==> src/rtl/bmu_pkg.sv <==
package bmu_pkg;

    typedef enum logic [4:0] {
        OP_ANDN   = 5'd0,
        OP_ORN    = 5'd1,
        OP_XNOR   = 5'd2,
        OP_CLZ    = 5'd3,
        OP_CTZ    = 5'd4,
        OP_CPOP   = 5'd5,
        OP_MAX    = 5'd6,
        OP_MAXU   = 5'd7,
        OP_MIN    = 5'd8,
        OP_MINU   = 5'd9,
        OP_SEXTB  = 5'd10,
        OP_SEXTH  = 5'd11,
        OP_ZEXTH  = 5'd12,
        OP_ROL    = 5'd13,
        OP_ROR    = 5'd14,
        OP_RORI   = 5'd15,
        OP_ORCB   = 5'd16,
        OP_REV8   = 5'd17,
        OP_SH1ADD = 5'd18,
        OP_SH2ADD = 5'd19,
        OP_SH3ADD = 5'd20
    } bmu_op_e;

    typedef enum logic [1:0] {
        ST_IDLE = 2'd0,
        ST_PREP = 2'd1,
        ST_ITER = 2'd2,
        ST_FIN  = 2'd3
    } bmu_state_e;

    function automatic logic op_is_rotate(bmu_op_e op);
        return (op == OP_ROL) || (op == OP_ROR) || (op == OP_RORI);
    endfunction

    function automatic logic op_is_zcount(bmu_op_e op);
        return (op == OP_CLZ) || (op == OP_CTZ);
    endfunction

    function automatic logic op_is_iterative(bmu_op_e op);
        return op_is_rotate(op) || op_is_zcount(op) || (op == OP_CPOP);
    endfunction

endpackage

==> src/rtl/bmu_simple_ops.sv <==
module bmu_simple_ops
    import bmu_pkg::*;
#(
    parameter int WIDTH = 32
) (
    input  bmu_op_e          op_i,
    input  logic [WIDTH-1:0] a_i,
    input  logic [WIDTH-1:0] b_i,
    output logic [WIDTH-1:0] y_o
);
    localparam int NBYTES = WIDTH / 8;

    logic [WIDTH-1:0] orc_w;
    logic [WIDTH-1:0] rev_w;

    // byte-wise structures repeat once per byte lane
    for (genvar g = 0; g < NBYTES; g++) begin : g_lane
        assign orc_w[8*g +: 8] = {8{|a_i[8*g +: 8]}};
        assign rev_w[8*g +: 8] = a_i[8*(NBYTES-1-g) +: 8];
    end

    always_comb begin
        case (op_i)
            OP_ANDN:   y_o = a_i & ~b_i;
            OP_ORN:    y_o = a_i | ~b_i;
            OP_XNOR:   y_o = ~(a_i ^ b_i);
            OP_MAX:    y_o = ($signed(a_i) > $signed(b_i)) ? a_i : b_i;
            OP_MAXU:   y_o = (a_i > b_i) ? a_i : b_i;
            OP_MIN:    y_o = ($signed(a_i) < $signed(b_i)) ? a_i : b_i;
            OP_MINU:   y_o = (a_i < b_i) ? a_i : b_i;
            OP_SEXTB:  y_o = {{(WIDTH-8){a_i[7]}}, a_i[7:0]};
            OP_SEXTH:  y_o = {{(WIDTH-16){a_i[15]}}, a_i[15:0]};
            OP_ZEXTH:  y_o = {{(WIDTH-16){1'b0}}, a_i[15:0]};
            OP_ORCB:   y_o = orc_w;
            OP_REV8:   y_o = rev_w;
            OP_SH1ADD: y_o = (a_i << 1) + b_i;
            OP_SH2ADD: y_o = (a_i << 2) + b_i;
            OP_SH3ADD: y_o = (a_i << 3) + b_i;
            default:   y_o = '0;
        endcase
    end

endmodule

==> src/rtl/bmu_shift_step.sv <==
module bmu_shift_step
    import bmu_pkg::*;
#(
    parameter int WIDTH = 32,
    parameter int CNT_W = 6
) (
    input  bmu_op_e          op_i,
    input  logic [WIDTH-1:0] a_i,
    input  logic [WIDTH-1:0] acc_i,
    input  logic [CNT_W-1:0] cnt_i,
    output logic [WIDTH-1:0] a_o,
    output logic [WIDTH-1:0] acc_o,
    output logic [CNT_W-1:0] cnt_o,
    output logic             last_o
);
    // one bit position of work per call
    always_comb begin
        a_o    = a_i;
        acc_o  = acc_i;
        cnt_o  = cnt_i;
        last_o = 1'b1;
        case (op_i)
            OP_CLZ, OP_CTZ: begin
                a_o    = a_i << 1;
                acc_o  = acc_i + WIDTH'(1);
                last_o = a_o[WIDTH-1] | (acc_o == WIDTH'(WIDTH));
            end
            OP_CPOP: begin
                a_o    = a_i << 1;
                acc_o  = acc_i + WIDTH'(a_i[WIDTH-1]);
                cnt_o  = cnt_i + CNT_W'(1);
                last_o = (cnt_o == CNT_W'(WIDTH));
            end
            OP_ROL: begin
                a_o    = {a_i[WIDTH-2:0], a_i[WIDTH-1]};
                acc_o  = a_o;
                cnt_o  = cnt_i - CNT_W'(1);
                last_o = (cnt_o == '0);
            end
            OP_ROR, OP_RORI: begin
                a_o    = {a_i[0], a_i[WIDTH-1:1]};
                acc_o  = a_o;
                cnt_o  = cnt_i - CNT_W'(1);
                last_o = (cnt_o == '0);
            end
            default: begin
                last_o = 1'b1;
            end
        endcase
    end

endmodule

==> src/rtl/bmu_shift_par.sv <==
module bmu_shift_par
    import bmu_pkg::*;
#(
    parameter int WIDTH = 32,
    parameter int SH_W  = 5
) (
    input  bmu_op_e          op_i,
    input  logic [WIDTH-1:0] a_i,
    input  logic [SH_W-1:0]  amt_i,
    output logic [WIDTH-1:0] y_o
);
    logic [WIDTH-1:0] lz_w;
    logic [WIDTH-1:0] pop_w;
    logic [WIDTH-1:0] rol_w;
    logic [WIDTH-1:0] ror_w;
    logic             hit;

    // priority scan from the top bit; trailing zeros arrive pre-reversed
    always_comb begin
        hit  = 1'b0;
        lz_w = WIDTH'(WIDTH);
        for (int i = WIDTH - 1; i >= 0; i--) begin
            if (!hit && a_i[i]) begin
                lz_w = WIDTH'(WIDTH - 1 - i);
                hit  = 1'b1;
            end
        end
    end

    always_comb begin
        pop_w = '0;
        for (int i = 0; i < WIDTH; i++) begin
            pop_w = pop_w + WIDTH'(a_i[i]);
        end
    end

    // one multiplexer per result bit
    always_comb begin
        for (int i = 0; i < WIDTH; i++) begin
            rol_w[i] = a_i[(i - int'(amt_i) + WIDTH) % WIDTH];
            ror_w[i] = a_i[(i + int'(amt_i)) % WIDTH];
        end
    end

    always_comb begin
        case (op_i)
            OP_CLZ, OP_CTZ:  y_o = lz_w;
            OP_CPOP:         y_o = pop_w;
            OP_ROL:          y_o = rol_w;
            OP_ROR, OP_RORI: y_o = ror_w;
            default:         y_o = '0;
        endcase
    end

endmodule

==> src/rtl/bitmanip_iter_unit.sv <==
module bitmanip_iter_unit
    import bmu_pkg::*;
#(
    parameter int WIDTH      = 32,
    parameter bit FAST_SHIFT = 1'b0
) (
    input  logic        clk_i,
    input  logic        rst_ni,
    input  logic        start_i,
    input  logic [4:0]  op_i,
    input  logic [31:0] rs1_i,
    input  logic [31:0] rs2_i,
    output logic [31:0] result_o,
    output logic        done_o
);
    localparam int SH_W  = $clog2(WIDTH);
    localparam int CNT_W = SH_W + 1;

    typedef struct packed {
        bmu_state_e       st;
        bmu_op_e          op;
        logic [WIDTH-1:0] opa;
        logic [WIDTH-1:0] opb;
        logic [CNT_W-1:0] cnt;
        logic [WIDTH-1:0] res;
    } core_t;

    core_t cur_q, nxt_d;

    bmu_op_e          op_in;
    logic [WIDTH-1:0] rs1_rev;
    logic [WIDTH-1:0] simple_y;
    logic [WIDTH-1:0] par_y;
    logic [WIDTH-1:0] step_a, step_acc;
    logic [CNT_W-1:0] step_cnt;
    logic             step_last;

    assign op_in = bmu_op_e'(op_i);

    // trailing-zero count reuses the leading-zero path on a mirrored operand
    always_comb begin
        for (int i = 0; i < WIDTH; i++) begin
            rs1_rev[i] = rs1_i[WIDTH-1-i];
        end
    end

    bmu_simple_ops #(.WIDTH(WIDTH)) u_simple (
        .op_i (cur_q.op),
        .a_i  (cur_q.opa),
        .b_i  (cur_q.opb),
        .y_o  (simple_y)
    );

    bmu_shift_step #(.WIDTH(WIDTH), .CNT_W(CNT_W)) u_step (
        .op_i   (cur_q.op),
        .a_i    (cur_q.opa),
        .acc_i  (cur_q.res),
        .cnt_i  (cur_q.cnt),
        .a_o    (step_a),
        .acc_o  (step_acc),
        .cnt_o  (step_cnt),
        .last_o (step_last)
    );

    if (FAST_SHIFT) begin : g_fast
        bmu_shift_par #(.WIDTH(WIDTH), .SH_W(SH_W)) u_par (
            .op_i  (cur_q.op),
            .a_i   (cur_q.opa),
            .amt_i (cur_q.cnt[SH_W-1:0]),
            .y_o   (par_y)
        );
    end else begin : g_slow
        assign par_y = '0;
    end

    always_comb begin
        nxt_d = cur_q;
        case (cur_q.st)
            ST_IDLE: begin
                if (start_i) begin
                    nxt_d.st  = ST_PREP;
                    nxt_d.op  = op_in;
                    nxt_d.opa = (op_in == OP_CTZ) ? rs1_rev : rs1_i;
                    nxt_d.opb = rs2_i;
                    nxt_d.cnt = op_is_rotate(op_in) ? CNT_W'(rs2_i[SH_W-1:0]) : '0;
                    nxt_d.res = '0;
                end
            end
            ST_PREP: begin
                if (!op_is_iterative(cur_q.op)) begin
                    nxt_d.res = simple_y;
                    nxt_d.st  = ST_FIN;
                end else if (FAST_SHIFT) begin
                    nxt_d.res = par_y;
                    nxt_d.st  = ST_FIN;
                end else if (op_is_rotate(cur_q.op) && (cur_q.cnt == '0)) begin
                    nxt_d.res = cur_q.opa;
                    nxt_d.st  = ST_FIN;
                end else if (op_is_zcount(cur_q.op) && cur_q.opa[WIDTH-1]) begin
                    nxt_d.res = '0;
                    nxt_d.st  = ST_FIN;
                end else begin
                    nxt_d.st = ST_ITER;
                end
            end
            ST_ITER: begin
                nxt_d.opa = step_a;
                nxt_d.cnt = step_cnt;
                nxt_d.res = step_acc;
                if (step_last) begin
                    nxt_d.st = ST_FIN;
                end
            end
            ST_FIN: begin
                nxt_d.st = ST_IDLE;
            end
            default: begin
                nxt_d.st = ST_IDLE;
            end
        endcase
    end

    always_ff @(posedge clk_i or negedge rst_ni) begin
        if (!rst_ni) begin
            cur_q <= '0;
        end else begin
            cur_q <= nxt_d;
        end
    end

    assign done_o   = (cur_q.st == ST_FIN);
    assign result_o = cur_q.res;

endmodule

==> config.mk <==
export PLATFORM = sky130hd
export DESIGN_NAME = bitmanip_iter_unit
export DESIGN_NICKNAME = d
export VERILOG_FILES = /design/src/rtl/bmu_pkg.sv /design/src/rtl/bmu_simple_ops.sv /design/src/rtl/bmu_shift_step.sv /design/src/rtl/bmu_shift_par.sv /design/src/rtl/bitmanip_iter_unit.sv
export SDC_FILE = /design/constraint.sdc
export NUM_CORES = 1
export LEC_CHECK = 0
export BUFFER_PORTS_ARGS = -buffer_cell sky130_fd_sc_hd__buf_2
export CELL_PAD_IN_SITES_DETAIL_PLACEMENT = 2
export CELL_PAD_IN_SITES_GLOBAL_PLACEMENT = 2
export CORE_MARGIN = 10
export CORE_UTILIZATION = 35
export DETAILED_ROUTE_END_ITERATION = 16
export PLACE_DENSITY_LB_ADDON = 0.2
export SYNTH_ARGS = -nofsm -noshare
export SYNTH_HDL_FRONTEND = slang
export SYNTH_SLANG_ARGS = --single-unit
==> constraint.sdc <==
create_clock -name clk_i -period 7.37 [get_ports clk_i]
set_input_delay 0.737 -clock clk_i [delete_from_list [all_inputs] [get_ports clk_i]]
set_output_delay 0.737 -clock clk_i [all_outputs]
set_load 0.02 [all_outputs]
==> metrics.md <==
| Metric | Value |
|---|---|
| Status | `finished clean` |
| H-Tree Depth | `3` |
| CORE AREA | `roughly 49000 µm²` |
| Hold slack | `around 0.41 ns` |
| Post_cts resized | `0` |
| Worst Path Required | `around 7.7 ns` |
| Net count reported at finish | `~2600` |
| Die area | `58800 µm²` |
| Placed cells | `around 3000` |
| Post-Layout Cell Count | `between 2000 and 3000` |
| Worst-path clk slew | `around 0.10 ns` |
| Crit. End Element | `flip-flop` |
| I/O pin count | `~110` |
| DR WL/cell | `between 30 and 40 µm` |
| Worst rel slew slack | `between 10% and 20%` |
| GRT Resource Usage Total | `between 30% and 40%` |
| Port buffer count | `about 100` |
| Hold Fails Final Rpt | `0` |
| Post-synth EDFFs | `0` |
| Hold crit path type | `in -> async` |
| TritonRoute pass-1 iters | `7` |
| Number of global-route vias before repair | `about 21000` |
| Critical path type | `reg -> reg` |
| CP arrival | `5.03 ns` |
| Antenna-violating nets left | `0` |
| CTS root buffer | `clkbuf_16` |
| Async set-reset flop share out of synthesis | `100%` |
| Filler cells | `about 5800` |
| Critical-path maximum fanout | `22` |
| Syn nets | `approximately 2600` |
| Clk_lat worst skew | `approximately 0.43 ns` |
| Commonest non-fill, non-tap cell in the layout | `a21oi_1` |
| Initial antenna violation count | `4` |
| Setup bufs post-CTS | `0` |
| CTS buffer count | `9` |
| Slew Viols, Final | `0` |
| Final min period | `4.71 ns` |
| Synthesis Warnings | `0` |
| Share of post-route cells with drive strength above 1 | `between 10% and 20%` |
| Sink Count | `between 100 and 150` |
| Max Cap Viol | `0` |
| First-pass GRT wire length | `~150000 µm` |
| Fmax achieved | `approximately 210 MHz` |
| Final Cycle Share | `approximately 64%` |
| Clock skew | `about 0.018 ns` |
| Nature of the critical path startpoint | `flip-flop` |
| Final wirelength | `~100000 µm` |
| Synthesis-to-finish area growth | `6.60%` |
| Post-Synthesis Cells | `2358` |
| RSZ-0062 raised after global routing | `no` |
| Vias | `between 20000 and 25000` |
| Avg Cell Area, Syn | `roughly 7.4 µm²` |
| Util after Layout | `37.8%` |
| Post-synthesis cell area | `about 17000 µm²` |
| Die Width | `about 240 µm` |
| Initial Utilization | `between 30% and 40%` |
| Global route total overflow | `0` |
| Violation count after the first detailed-route iteration | `between 1500 and 2000` |
| Final Setup Violations | `0` |
| Worst-case clock buffer depth | `2` |
| Hold Buf Count CTS | `0` |
| RD Place Congestion | `~1` |
| Yosys reg bits | `~110` |
| Netlist cell types | `100` |
| Setup_tns | `0 ns` |
| Most frequent cells in the layout | `a21oi_1 (239), nand2_1 (230), nor2_1 (166)` |
| Drc violations | `0` |
| Sequential share of the synthesized area | `between 10% and 20%` |
| Routed vias/inst | `between 6 and 7` |
| CTS tree | `done` |
| Post-synth top flop | `dfrtp_1` |
| Cell row count | `between 80 and 90` |
| Detailed Place HPWL | `between 70000 and 80000 µm` |
| Largest net degree at the start of global routing | `between 60 and 70` |
| Die Span Y | `243 µm` |
| Slew @ Worst Pin | `1.20 ns` |
[cell usage after synthesis, types with 20 or more instances]
cell type    n  area share, %
a211oi_1    48            2.1
o31ai_1     20           0.87
a2111oi_0   20            1.0
buf_2       31           0.89
buf_4       35            1.5
xnor2_1     55            2.8
a31oi_1     28            1.0
nor3_1      46            1.3
nand4_1     53            1.9
a22oi_1     44            1.9
a221oi_1    41            2.1
xor2_1      33            1.7
o21ai_0    147            4.2
ha_1       164             12
a21o_1      48            2.1
o21a_1      23            1.0
o211ai_1    26            1.1
clkbuf_1   125            2.7
dfrtp_1    109             16
and3_1      28            1.0
nand2_1    231            5.0
nor2_1     168            3.6
nand3_1     72            2.1
inv_1      104            2.3
a21oi_1    239            6.9
nor4_1      21           0.76
mux2_2      75            4.9
[per-layer routing]
metal | routed length, µm | global-route usage [%]
met1 | 42000 | 41.7
met2 | 46400 | 53.3
met3 | 6830 | 5.36
met4 | 6000 | 19.0
met5 | 11 | 0
[critical path, stage by stage (launching register included)]
cell and delay [ns]:
dfrtp_1 0.92, ha_1 0.40, nand4_1 0.15, nor2_1 0.06
a221o_1 0.36, o31ai_2 0.79, a221oi_2 0.22, a31oi_4 0.84
a221oi_1 0.42, o311ai_0 0.41
[path summary, 6_finish.rpt]
path / start / to / slack (ns) / cells after the start
min: rst_ni / cur_q[43] / 0.41 / 1
min in group clk_i: rs2_i[13] / cur_q[51] / 0.53 / 2
max in group asynchronous: rst_ni / cur_q[65] / 5.46 / 2
max reg2reg: cur_q[79] / result_o[9] / 2.66 / 9
max: cur_q[79] / result_o[9] / 2.66 / 9
min reg2reg: cur_q[38] / cur_q[38] / 0.59 / 1
[state kept, by name, indices dropped and copies added, names as in the netlist]
| register | count |
|---|---|
| cur_q | 77 |
| result_o | 32 |
[metrics by stage]
step | instance area (µm²) | setup slack [ns]
CTS | 18500 | 2.74
floorplan | 17300 | 4.25
global route | 18500 | 2.55
finish | 18500 | 2.66
detailed placement | 18200 | 2.78
global placement | 18200 | 2.82
[logic make-up (layout without fill, tap and decap cells)]
family	count (synthesis)	count (layout)	share of synthesized area (%)
AOI/OAI and AO/OA	870	870	33.9
xor gates and xnor gates	88	88	4.45
adders and majority gates	167	167	12.2
buffers and inverters	307	274	7.64
DFF	109	109	15.7
muxes	89	89	5.68
other	0	1	0
and+or+nand+nor	728	728	20.4
[final cells by class]
type,count,area [µm²],area share (%)
antenna,1,2.50,0.0135
clock buffer,9,225,1.22
clock inverter,7,82.6,0.447
inverter,106,398,2.15
multi-input combinational,1942,13300,72.1
sequential,109,2730,14.8
tap,664,831,4.50
timing repair buffer,152,883,4.78
Power is left out: the tool's default activity adds up to more than one toggle a clock period on the data nets, which glitch-free logic cannot reach.
